### config.mk
export PLATFORM = sky130hd
export DESIGN_NAME = se0_irq_ctrl
export DESIGN_NICKNAME = d
export VERILOG_FILES = /design/src/rtl/se0_irq_pkg.sv /design/src/rtl/se0_run_filter.sv /design/src/rtl/mode_switch_decode.sv /design/src/rtl/se0_irq_ctrl.sv
export SDC_FILE = /design/constraint.sdc
export NUM_CORES = 1
export LEC_CHECK = 0
export BUFFER_PORTS_ARGS = -buffer_cell sky130_fd_sc_hd__buf_2
export CAP_MARGIN = 0
export CORE_MARGIN = 2
export CORE_UTILIZATION = 30
export DETAILED_ROUTE_END_ITERATION = 8
export GPL_ROUTABILITY_DRIVEN = 1
export SLEW_MARGIN = 20
export SYNTH_ARGS = -nofsm -noshare
export SYNTH_HDL_FRONTEND = slang
export SYNTH_SLANG_ARGS = --single-unit
### constraint.sdc
create_clock -name clk -period 1.4 [get_ports clk]
set_input_delay 0.28 -clock clk [delete_from_list [all_inputs] [get_ports clk]]
set_output_delay 0.28 -clock clk [all_outputs]
set_load 0.1 [all_outputs]
### src/rtl/se0_irq_pkg.sv
// Package: shared mode-word encoding for the bus-reset interrupt controller.
// Assumes bit 2 = suspend request, bit 1 = connect request, bit 0 = speed select.
package se0_irq_pkg;

    localparam int MODE_W = 3;

    typedef enum logic [MODE_W-1:0] {
        MODE_FS_IDLE     = 3'b000,
        MODE_LS_OPEN     = 3'b001,
        MODE_FS_ATTACH   = 3'b010,
        MODE_ARM_RESET   = 3'b011,
        MODE_SUSP_OPEN   = 3'b100,
        MODE_SUSP_LS     = 3'b101,
        MODE_SUSP_ATTACH = 3'b110,
        MODE_CHARGE_DET  = 3'b111
    } mode_word_t;

endpackage

### src/rtl/se0_run_filter.sv
// Module: counts consecutive SE0 samples while armed and latches a fired flag
// once the run reaches DEGLITCH_CYCLES. Assumes se0 is already synchronous.
// The flag stays set while armed; dropping "armed" clears counter and flag.
module se0_run_filter #(
    parameter int DEGLITCH_CYCLES = 26
) (
    input  logic clk,
    input  logic rst_n,
    input  logic armed,
    input  logic se0,
    output logic fired
);
    localparam int CNT_W = $clog2(DEGLITCH_CYCLES + 1);
    localparam logic [CNT_W-1:0] LAST_COUNT = CNT_W'(DEGLITCH_CYCLES - 1);

    logic [CNT_W-1:0] run_cnt;

    // Purpose: track the SE0 run length and latch the fired flag.
    always_ff @(posedge clk) begin
        if (!rst_n) begin
            run_cnt <= '0;
            fired   <= 1'b0;
        end else if (!armed) begin
            run_cnt <= '0;
            fired   <= 1'b0;
        end else if (!fired) begin
            if (se0) begin
                if (run_cnt == LAST_COUNT) begin
                    run_cnt <= '0;
                    fired   <= 1'b1;
                end else begin
                    run_cnt <= run_cnt + 1'b1;
                end
            end else begin
                run_cnt <= '0;
            end
        end
    end

endmodule

### src/rtl/mode_switch_decode.sv
// Module: registers the mode word and the high-impedance request, then decodes
// the switch enables, suspend flag and receive override. Assumes "fired" is
// updated on the same clock edge as the registered mode word.
module mode_switch_decode
    import se0_irq_pkg::*;
(
    input  logic              clk,
    input  logic              rst_n,
    input  logic [MODE_W-1:0] mode_in,
    input  logic              hiz_in,
    input  logic              fired,
    output logic              attach_en,
    output logic              weak_en,
    output logic              suspend,
    output logic              rx_only
);
    mode_word_t mode_q;
    logic       hiz_q;

    // Purpose: capture the mode word and the high-impedance request.
    always_ff @(posedge clk) begin
        if (!rst_n) begin
            mode_q <= MODE_FS_IDLE;
            hiz_q  <= 1'b0;
        end else begin
            mode_q <= mode_word_t'(mode_in);
            hiz_q  <= hiz_in;
        end
    end

    // Purpose: derive the switch and state outputs from the captured mode.
    always_comb begin
        attach_en = 1'b0;
        weak_en   = 1'b0;
        suspend   = 1'b0;
        rx_only   = 1'b0;
        if (!hiz_q) begin
            unique case (mode_q)
                MODE_FS_ATTACH:   attach_en = 1'b1;
                MODE_SUSP_ATTACH: begin attach_en = 1'b1; suspend = 1'b1; end
                MODE_ARM_RESET:   begin attach_en = fired; suspend = 1'b1; end
                MODE_SUSP_OPEN,
                MODE_SUSP_LS:     suspend = 1'b1;
                MODE_CHARGE_DET:  begin weak_en = 1'b1; rx_only = 1'b1; end
                default:          attach_en = 1'b0;
            endcase
        end
    end

endmodule

### src/rtl/se0_irq_ctrl.sv
// Module: top of the bus-reset interrupt and attach-mode controller.
// Arms the SE0 run filter for mode word 011 with hiz low; the interrupt is
// the registered fired flag, inverted. Assumes se0_sync is synchronised.
module se0_irq_ctrl
    import se0_irq_pkg::*;
#(
    parameter int DEGLITCH_CYCLES = 26
) (
    input  logic              clk,
    input  logic              rst_n,
    input  logic [MODE_W-1:0] mode_code,
    input  logic              hiz,
    input  logic              se0_sync,
    output logic              irq_n,
    output logic              pullup_en,
    output logic              weak_pullup_en,
    output logic              suspend_flag,
    output logic              force_rx
);
    logic watch_armed;
    logic reset_seen;

    // Purpose: the watcher runs only for the arm word outside high impedance.
    always_comb watch_armed = !hiz && (mode_word_t'(mode_code) == MODE_ARM_RESET);

    se0_run_filter #(
        .DEGLITCH_CYCLES(DEGLITCH_CYCLES)
    ) i_filter (
        .clk   (clk),
        .rst_n (rst_n),
        .armed (watch_armed),
        .se0   (se0_sync),
        .fired (reset_seen)
    );

    mode_switch_decode i_decode (
        .clk       (clk),
        .rst_n     (rst_n),
        .mode_in   (mode_code),
        .hiz_in    (hiz),
        .fired     (reset_seen),
        .attach_en (pullup_en),
        .weak_en   (weak_pullup_en),
        .suspend   (suspend_flag),
        .rx_only   (force_rx)
    );

    // Purpose: drive the active-low interrupt straight from the flag register.
    always_comb irq_n = !reset_seen;

endmodule

== Yosys cells after proc, flatten, opt, wreduce, memory -nomap -nowiden ==
Cells that the tools add are included.

* Add/sub/neg operators: 1
* Multiply operators: 0
* Divide/modulo/power cells: 0
* Order comparisons: 0
* Equal/unequal tests: 8
* Shifts and indexed selects: 0
* Muxes and demuxes: 11
* Bitwise operators: 0
* Reductions and logical operators: 6

{| class="wikitable"
|+ Operators by type and width
! cell !! number
|-
| equality test 3 bit, second input constant || 4
|-
| 2-to-1 mux 5 bit || 2
|-
| equality test 3 x 2 -> 1 bit, second input constant || 3
|-
| 2-to-1 mux 1 bit || 8
|-
| adder 5 x 1 -> 5 bit, second input constant || 1
|-
| equality test 5 bit, second input constant || 1
|-
| OR reduction 4 bit || 1
|-
| logical NOT 1 bit || 2
|-
| one-hot mux 1 bit (2 select lines) || 1
|-
| AND reduction 2 bit || 1
|-
| OR reduction 2 bit || 1
|-
| logical AND 1 bit || 1
|}

* Register bits: 10
* Latch bits: 0
* Memory bits (writable): 0
* ROM bits: 0
* Input bits: 7
* Output and inout port bits: 5
* Memories kept: 0

== Logic depth before layout (Yosys ltp) ==
Gate-level depths: netlist (run 1).

* Depth in word-level cells: 4
* Mapped depth: 5

== By module ==
Synthesis (run 1) repeated with hierarchy kept, for this count alone.

* Cells, all modules: 59
* Area total of the unflattened synthesis: 510.5 um2

{| class="wikitable"
|+ By module, submodules not included
! module !! times used !! cells an instance !! area each (um2) !! seq. area each (um2)
|-
| se0_run_filter || 1 || 40 || 330.3 || 120.1
|-
| mode_switch_decode || 1 || 17 || 163.9 || 80.1
|-
| se0_irq_ctrl || 1 || 2 || 16.3 || 0.0
|}

== Worst setup path after synthesis (run 1) ==
OpenSTA, ideal clock, no wires.

* Path kind: register -> output
* From: register i_filter.fired
* To: output port pullup_en
* Data arrival time: 1.866 ns
* Required time: 1.120 ns
* Path slack: -0.746 ns
* Cell stages (with the launch flop): 5
* Cells stage by stage: dfxtp_1 -> buf_6 -> inv_1 -> o21ai_0 -> and3b_1

* Cells in the longest elaborated chain, start to end: 2

{| class="wikitable"
|+ Ends and longest elaborated chain
! item !! line !! RTL
|-
| start: declaration || se0_run_filter.sv:11 || <nowiki>output logic fired</nowiki>
|-
| start signal: assignment || se0_run_filter.sv:22 || <nowiki>fired <= 1'b0;</nowiki>
|-
| start signal: assignment || se0_run_filter.sv:25 || <nowiki>fired <= 1'b0;</nowiki>
|-
| start signal: assignment || se0_run_filter.sv:30 || <nowiki>fired <= 1'b1;</nowiki>
|-
| one-hot mux 1 bit (2 select lines) || mode_switch_decode.sv:38 || <nowiki>unique case (mode_q)</nowiki>
|-
| 2-to-1 mux 1 bit || mode_switch_decode.sv:37 || <nowiki>if (!hiz_q) begin</nowiki>
|-
| end: declaration || se0_irq_ctrl.sv:15 || <nowiki>output logic pullup_en,</nowiki>
|}

No other way between the ends.

== Worst setup path after layout (run 1) ==
Ends and elaborated chain as after synthesis.

==> reports/metrics.sh, run 1 <==
REG2REG_FROM='i_filter.run_cnt[0]$_SDFFE_PN0N_'
CRITICAL_PATH.MAX_FANOUT=2
GRT.TOTAL_USAGE_PCT=10.34
CORE.ROWCOUNT=14
TIMING.CRITICAL_PATH.ARRIVAL_NS=1.18
HOLD_PATH_CLASS='primary input to flip-flop'
PWR_DENSITY_CELL_nW_PER_UM2=847.8
GRT_ANTENNA_BEFORE_REPAIR=0
YS_SEQ_AREA_SHARE_PCT=41.67
LEAKAGEPOWER_nW=0.2589
LAYOUT-DRIVE-GT1-SHARE_PCT=37.14
ROUTABILITYCONGESTION=0.7576
PERIOD_MINUS_SLACK_NS=1.458
SYNTH-WARNING-COUNT=0
YS_FF_LATCH=10
DIE-AREA_UM2=1938
TIMING.CRITICAL_PATH.FROM='i_filter.fired$_SDFF_PN0_'
REPORT.FINAL.SLEW_VIOL_COUNT=0
FLOORPLAN.INITIALDENSITY_PCT=31.89
AVGSYNTHCELLAREA_UM2=8.736
DETAILEDROUTE.FIRSTITERATIONVIOLATIONS=6
TIMING.CRITICAL_PATH.FROM_TYPE='flip-flop'
P_COMB_SHARE_PCT=14.7
FINAL_WIRELENGTH_UM=886
GRT_PASS1_WL_UM=1442
WORST_PIN_SLEW_NS=0.2637
TIMING.CLOCK.SKEW_NS=0.007159
MAX_CLOCK_FREQ_MHz=685.9
VIOLATED_CHECKS='negative setup slack'
MAXSLEWHEADROOM_PCT=82.37
DPL_CELL_AREA_UM2=638.1
REG2REG_TO='i_filter.run_cnt[4]$_SDFFE_PN0N_'
MOST_USED_CELLS_IN_THE_LAYOUT_EXCLUDING_FILL_AND_TAP_CELLS='sky130_fd_sc_hd__dfxtp_1, sky130_fd_sc_hd__buf_2, sky130_fd_sc_hd__nand3_1, sky130_fd_sc_hd__buf_12'
DESIGN_POWER_TOTAL_W=0.0005771
TRITONCTS_NUM_SINKS=10
PIN_COUNT=12
PORT_BUFFERS=11
PIN_COUNT_OF_THE_BIGGEST_NET_ENTERING_GLOBAL_ROUTING=10
HOLDBUFCOUNTCTS=0
SYNTHESIS.AREA_UM2=480.5
CTS_BUFFERS=3
GRT_PASS1_VIAS=371
SYN-INSTANCE-COUNT=55
SWITCHING_SHARE_OF_POWER_PCT=26.11
FINALNETCOUNT=81
SEQUENTIALPOWERSHARE_PCT=51.5
CP_DATA_REQUIRED_TIME_NS=1.12
WORST_SKEW_PAIR.LATE_LATENCY_NS=0.27
LAYOUT.CORE_UTILIZATION_PCT=45.18
GRT_MOST_USED_LAYER='met2'
R2R_CELLS=4
SETUP.REG_TO_REG.WORST_SLACK_NS=0.16
FINALSETUPVIOLCOUNT=4
LAYOUT-AREA-OVERHEAD-VS-SYNTH_PCT=41.67
GLOBALROUTEMET1UTIL_PCT=12.91
CRITICAL_PATH.ENDPOINT='pullup_en'
CLOCK_TREE_FROM_TRITONCTS='yes'
DPL_CELLS=81
SYNTH_NETS=64
DIE_WIDTH_UM=44.02
SWITCHINGPOWER_W=0.0001507
CTS-ROOT-BUF='sky130_fd_sc_hd__clkbuf_4'
ROUTED_VIA_DENSITY=4.802
ENDPOINT_KIND='primary output'
VIA_COUNT=413
CTS_MAX_PATH_BUFFERS=2
WIRE_PER_INST_UM=10.30
CTS_HTREE_LEVELS=1
NUM-FILL-CELLS=142
FINAL_CELLS=86
PRE_CTS_WS_NS=0.1140
VDD.IR_DROP.WORST_mV=0.5887
DIE_Y_UM=44.02
RSZ0062_AT_GRT='true'
P_CLK_SHARE_PCT=33.8
DIODES=0
CAP_VIOL_MAX_COUNT=0
RUN_STATUS='finished with violations'
CTS_CLK_PIN_SLEW_WORST_PATHS_NS=0.06
CORE_BOX_AREA_UM2=1506
USE_MET3_PCT=2.449
SETUP_WS_NS=-0.05801
DRT_PRE_ANTENNA_ITERS=3
ANTENNA_LEFT=0
SYNTH.LIB_CELLS_USED.DISTINCT=22
TIMING.SETUP.CRITICAL_PATH_CLASS='flip-flop to primary output'
MIN_PATH_CELLS=2
TIMING_HOLD_VIOLATIONS_FINAL=0
DRCVIOLATIONCOUNT=0
GLOBALROUTEMET2UTIL_PCT=14.71
FINAL_MIN_PERIOD_OVER_CLOCK_PERIOD_PCT=104.1
INTPOWER_W=0.0004264
DESIGN_AREA_UM2=680.7
OVERFLOW=0
-- power by group through the flow --
stage	Combinational, W	Clock, W	Sequential [W]
final	0.0000846	0.000195	0.000297
after CTS	0.0000853	0.000197	0.000297
after floorplan	0.0000503	0	0.000302
after global placement	0.0000813	0	0.000303
after detailed placement	0.0000821	0	0.000304
after global routing	0.0000889	0.000211	0.000298
-- logic make-up after synthesis --
| kind of cell | count (synthesis) | synth area share (%) |
|---|---|---|
| AND/OR/NAND/NOR | 29 | 35.41 |
| XOR/XNOR | 1 | 1.823 |
| flip-flops | 10 | 41.67 |
| adder cells (fa/ha/maj) | 2 | 5.208 |
| buffers and inverters | 5 | 6.250 |
| AO/OA/AOI/OAI | 8 | 9.635 |
-- state kept, by name (all words and copies together) (netlist names) --
| signal | cells |
|---|---|
| i_decode.mode_q | 3 |
| i_filter.fired | 1 |
| i_filter.run_cnt | 5 |
| i_decode.hiz_q | 1 |
-- routing by layer --
layer	vias up	part of all wire (%)
li1	222	-
met3	2	2.0
met2	7	47
met4	0	2.5
met5	-	0
met1	182	48
-- synth_stat cells, drive strengths merged --
master  number  area [um^2]
inv          3        11.26
nor2         5        18.77
xor2         1        8.760
a21oi        2        10.01
a32oi        1        8.760
and3b        1        8.760
and4b        1        10.01
nor2b        2        12.51
nand4        2        12.51
ha           2        25.02
nand4b       1        8.760
nand3        5        25.02
or3          2        12.51
nand2        4        15.01
dfxtp       10        200.2
nor3b        1        7.510
a31oi        2        12.51
o21ai        3        15.01
buf          2        18.77
and2         4        25.02
nand2b       1        13.76
-- per-stage QoR --
step	hold slack (ns)	setup TNS [ns]
floorplan	0.4017	-0.4147
global placement	0.5022	0
detailed placement	0.4990	0
CTS	0.2287	-0.08792
global route	0.2417	-0.2057
finish	0.2296	-0.07181
-- critical path: stages (launching register included) --
cell                         delay (ns)
sky130_fd_sc_hd__dfxtp_2           0.35
sky130_fd_sc_hd__clkinvlp_4        0.08
sky130_fd_sc_hd__o21ai_1           0.11
sky130_fd_sc_hd__and3b_4           0.21
sky130_fd_sc_hd__buf_12            0.17
-- worst min-delay path by stage --
| stage | from | end | slack, ns |
|---|---|---|---|
| after floorplan | hiz | i_decode.hiz_q$_SDFF_PN0_ | 0.40 |
| after global placement | mode_code[1] | i_decode.mode_q[1]$_SDFF_PN0_ | 0.50 |
| after detailed placement | mode_code[2] | i_decode.mode_q[2]$_SDFF_PN0_ | 0.50 |
| after CTS | mode_code[2] | i_decode.mode_q[2]$_SDFF_PN0_ | 0.23 |
| after global routing | mode_code[1] | i_decode.mode_q[1]$_SDFF_PN0_ | 0.24 |
| final | mode_code[2] | i_decode.mode_q[2]$_SDFF_PN0_ | 0.23 |
-- area by class of cell --
type	count	area, um^2	share of cell area, %
multi-input cells	40	265.3	38.97
flip-flops and latches	10	205.2	30.15
repair buffers	14	152.6	22.43
clock buffers	3	22.52	3.309
well taps	16	20.02	2.941
inverters	3	15.01	2.206
-- repair_timing --
action | 4_1_cts | 5_1_grt
endpoints found under the setup margin | 4 | 4
pin swaps | 1 | 0
gates resized for setup | 4 | 0
setup buffers | 2 | 0
No activity file was read; power rests on OpenSTA's default activity.
==> run 2, diff against run 1 <==
--- a/config.mk
+++ b/config.mk
@@ -9,8 +9,10 @@
 export CAP_MARGIN = 0
 export CORE_MARGIN = 2
 export CORE_UTILIZATION = 30
+export CTS_BUF_LIST = sky130_fd_sc_hd__clkbuf_4 sky130_fd_sc_hd__clkbuf_8
 export DETAILED_ROUTE_END_ITERATION = 8
 export GPL_ROUTABILITY_DRIVEN = 1
+export MAX_ROUTING_LAYER = met4
 export SLEW_MARGIN = 20
 export SYNTH_ARGS = -nofsm -noshare
 export SYNTH_HDL_FRONTEND = slang
==> constraint.sdc (replaced) <==
create_clock -name clk -period 1.4 [get_ports clk]
set_input_delay 0.28 -clock clk [delete_from_list [all_inputs] [get_ports clk]]
set_output_delay 0.28 -clock clk [all_outputs]
set_load 0.02 [all_outputs]
==> reports/metrics.sh, run 2 (synthesis gave the netlist of run 1 again) <==
RUN_STATUS='finished, final reports clean'
ROUTED_VIA_DENSITY=4.872
CTS_HTREE_LEVELS=1
PWR_DENSITY_CELL_nW_PER_UM2=1017
TIMING.CRITICAL_PATH.FROM_TYPE='flip-flop'
DRT_PRE_ANTENNA_ITERS=3
ROUTABILITYCONGESTION=0.6922
CP_DATA_REQUIRED_TIME_NS=1.12
CTS_CLK_PIN_SLEW_WORST_PATHS_NS=0.07
PERIOD_MINUS_SLACK_NS=1.342
MOST_USED_CELLS_IN_THE_LAYOUT_EXCLUDING_FILL_AND_TAP_CELLS='sky130_fd_sc_hd__buf_2, sky130_fd_sc_hd__dfxtp_1, sky130_fd_sc_hd__nor2_1, sky130_fd_sc_hd__nand3_1'
FINAL_CELLS=86
TOP_REGS='i_filter.run_cnt: 5 flops, i_decode.mode_q: 3 flops'
CORE.ROWCOUNT=14
NUM-FILL-CELLS=160
FINALSETUPVIOLCOUNT=0
FINAL_MIN_PERIOD_OVER_CLOCK_PERIOD_PCT=95.86
VIA_COUNT=419
GRT_PASS1_VIAS=398
WORST_SKEW_PAIR.LATE_LATENCY_NS=0.28
SLOWEST_STAGE='sky130_fd_sc_hd__dfxtp_2'
FINAL_WIRELENGTH_UM=940
DIE_Y_UM=44.02
FIN_SETUP_TNS_NS=0
WORSTPATHCELLLIST='nand2_2, xor2_1, nor2_1, buf_4'
TIMING.CLOCK.SKEW_NS=0.008657
MAX_REG_FLOPS=5
PIN_COUNT_OF_THE_BIGGEST_NET_ENTERING_GLOBAL_ROUTING=9
HOLDWS_NS=0.2249
CRITICAL_PATH.N_BUFFERS_INVERTERS=1
TIMING.SETUP.CRITICAL_PATH_CLASS='flip-flop to primary output'
DIE-AREA_UM2=1938
VDD.IR_DROP.WORST_mV=0.3584
CPLARGESTDELAYFAMILY='flip-flops'
TIMING_HOLD_VIOLATIONS_FINAL=0
DPL_CELLS=81
DETAILEDROUTE.FIRSTITERATIONVIOLATIONS=5
CTS-ROOT-BUF='sky130_fd_sc_hd__clkbuf_4'
TOTAL_AREA_OF_MULTI_INPUT_COMBINATIONAL_CELLS_UM2=252.7
FINALNETCOUNT=80
LAYOUT.CORE_UTILIZATION_PCT=39.78
ANTENNA_LEFT=0
WIRE_PER_INST_UM=10.93
PORT_BUFFERS=11
MAXSLEWHEADROOM_PCT=83.04
LAYOUT-AREA-OVERHEAD-VS-SYNTH_PCT=24.74
RSZ0062_AT_GRT='true'
PIN_COUNT=12
FF_LATCH_AREA_UM2=203.9
CRITICAL_PATH.MAX_FANOUT=3
GRT_PASS1_WL_UM=1649
CLOCK_TREE_FROM_TRITONCTS='yes'
MAX_CLOCK_FREQ_MHz=745.1
CAP_VIOL_MAX_COUNT=0
WORST_PIN_SLEW_NS=0.2530
TRITONCTS_NUM_SINKS=10
GRT_ANTENNA_BEFORE_REPAIR=0
DIE_WIDTH_UM=44.02
REPORT.FINAL.SLEW_VIOL_COUNT=0
DP.FINAL_HPWL_UM=684.4
FLOORPLAN.INITIALDENSITY_PCT=31.89
DIODES=0
TIMING.CRITICAL_PATH.ARRIVAL_NS=1.06
LAYOUT.CELLS.MOST_COMMON='sky130_fd_sc_hd__buf_2'
GRT.TOTAL_USAGE_PCT=12.50
CORE_BOX_AREA_UM2=1506
LARGEST_REGISTER='i_filter.run_cnt'
TIMING.CRITICAL_PATH.SLOWEST_CELL_DELAY_NS=0.34
OVERFLOW=0
LAYOUT-DRIVE-GT1-SHARE_PCT=31.43
ENDPOINT_KIND='primary output'
CTS_BUFFERS=3
CTS_MAX_PATH_BUFFERS=2
HOLD_PATH_CLASS='primary input to flip-flop'
LEAKAGEPOWER_nW=0.2460
DRCVIOLATIONCOUNT=0
==> run 2: worst reg2reg max path, cell delays in order, from the launching register on <==
cell and delay [ns]:
sky130_fd_sc_hd__dfxtp_1 0.41, sky130_fd_sc_hd__ha_1 0.17, sky130_fd_sc_hd__nand4b_1 0.22, sky130_fd_sc_hd__a32oi_1 0.28, sky130_fd_sc_hd__nor2_1 0.06
==> run 2: path summary, 6_finish.rpt <==
kind / from / to / slack [ns] / cells past startpoint
max reg2reg: i_filter.run_cnt[0]$_SDFFE_PN0N_ / i_filter.run_cnt[1]$_SDFFE_PN0N_ / 0.14 / 4
min: hiz / i_decode.hiz_q$_SDFF_PN0_ / 0.22 / 2
max: i_decode.mode_q[0]$_SDFF_PN0_ / suspend_flag / 0.06 / 4
min reg2reg: i_filter.run_cnt[4]$_SDFFE_PN0N_ / i_filter.run_cnt[4]$_SDFFE_PN0N_ / 0.53 / 2
==> run 2: timing repair <==
action                     in CTS  in global routing
pin swaps                       0                  2
buffers inserted                1                  0
setup endpoints to repair       1                  2
resized for setup               2                  5
hold buffers                    0                  0
==> run 2: power breakdown <==
group / switching [W] / total, W / leakage [nW] / internal [W]
sequential: 0.00000495 / 0.000296 / 0.0827 / 0.000291
combinational: 0.0000205 / 0.0000410 / 0.142 / 0.0000204
clock: 0.000114 / 0.000272 / 0.0210 / 0.000158
total: 0.000140 / 0.000610 / 0.246 / 0.000470
==> run 2: per-layer routing <==
| layer | up-vias | global-route usage, % | share of wire, % |
|---|---|---|---|
| li1 | 219 | - | - |
| met1 | 196 | 14.72 | 46 |
| met3 | 2 | 2.449 | 0.21 |
| met4 | 0 | 12.73 | 1.5 |
| met5 | - | - | 0 |
| met2 | 2 | 17.06 | 53 |
==> run 2: final cells by class <==
type                    instances  share of cell area [%]
flip-flops and latches         10                   34.03
clock buffers                   4                   6.054
well taps                      16                   3.340
repair buffers                 13                   12.53
inverters                       3                   1.879
multi-input cells              40                   42.17
==> run 2: per-stage QoR <==
step / total power [W] / setup WS, ns / cell area (um^2)
floorplan: 0.0003213 / 0.1616 / 480.5
finish: 0.0006096 / 0.05798 / 599.3
global placement: 0.0003394 / 0.1920 / 544.3
global route: 0.0006320 / -0.007189 / 599.3
detailed placement: 0.0003404 / 0.1733 / 544.3
CTS: 0.0006158 / 0.01991 / 591.8
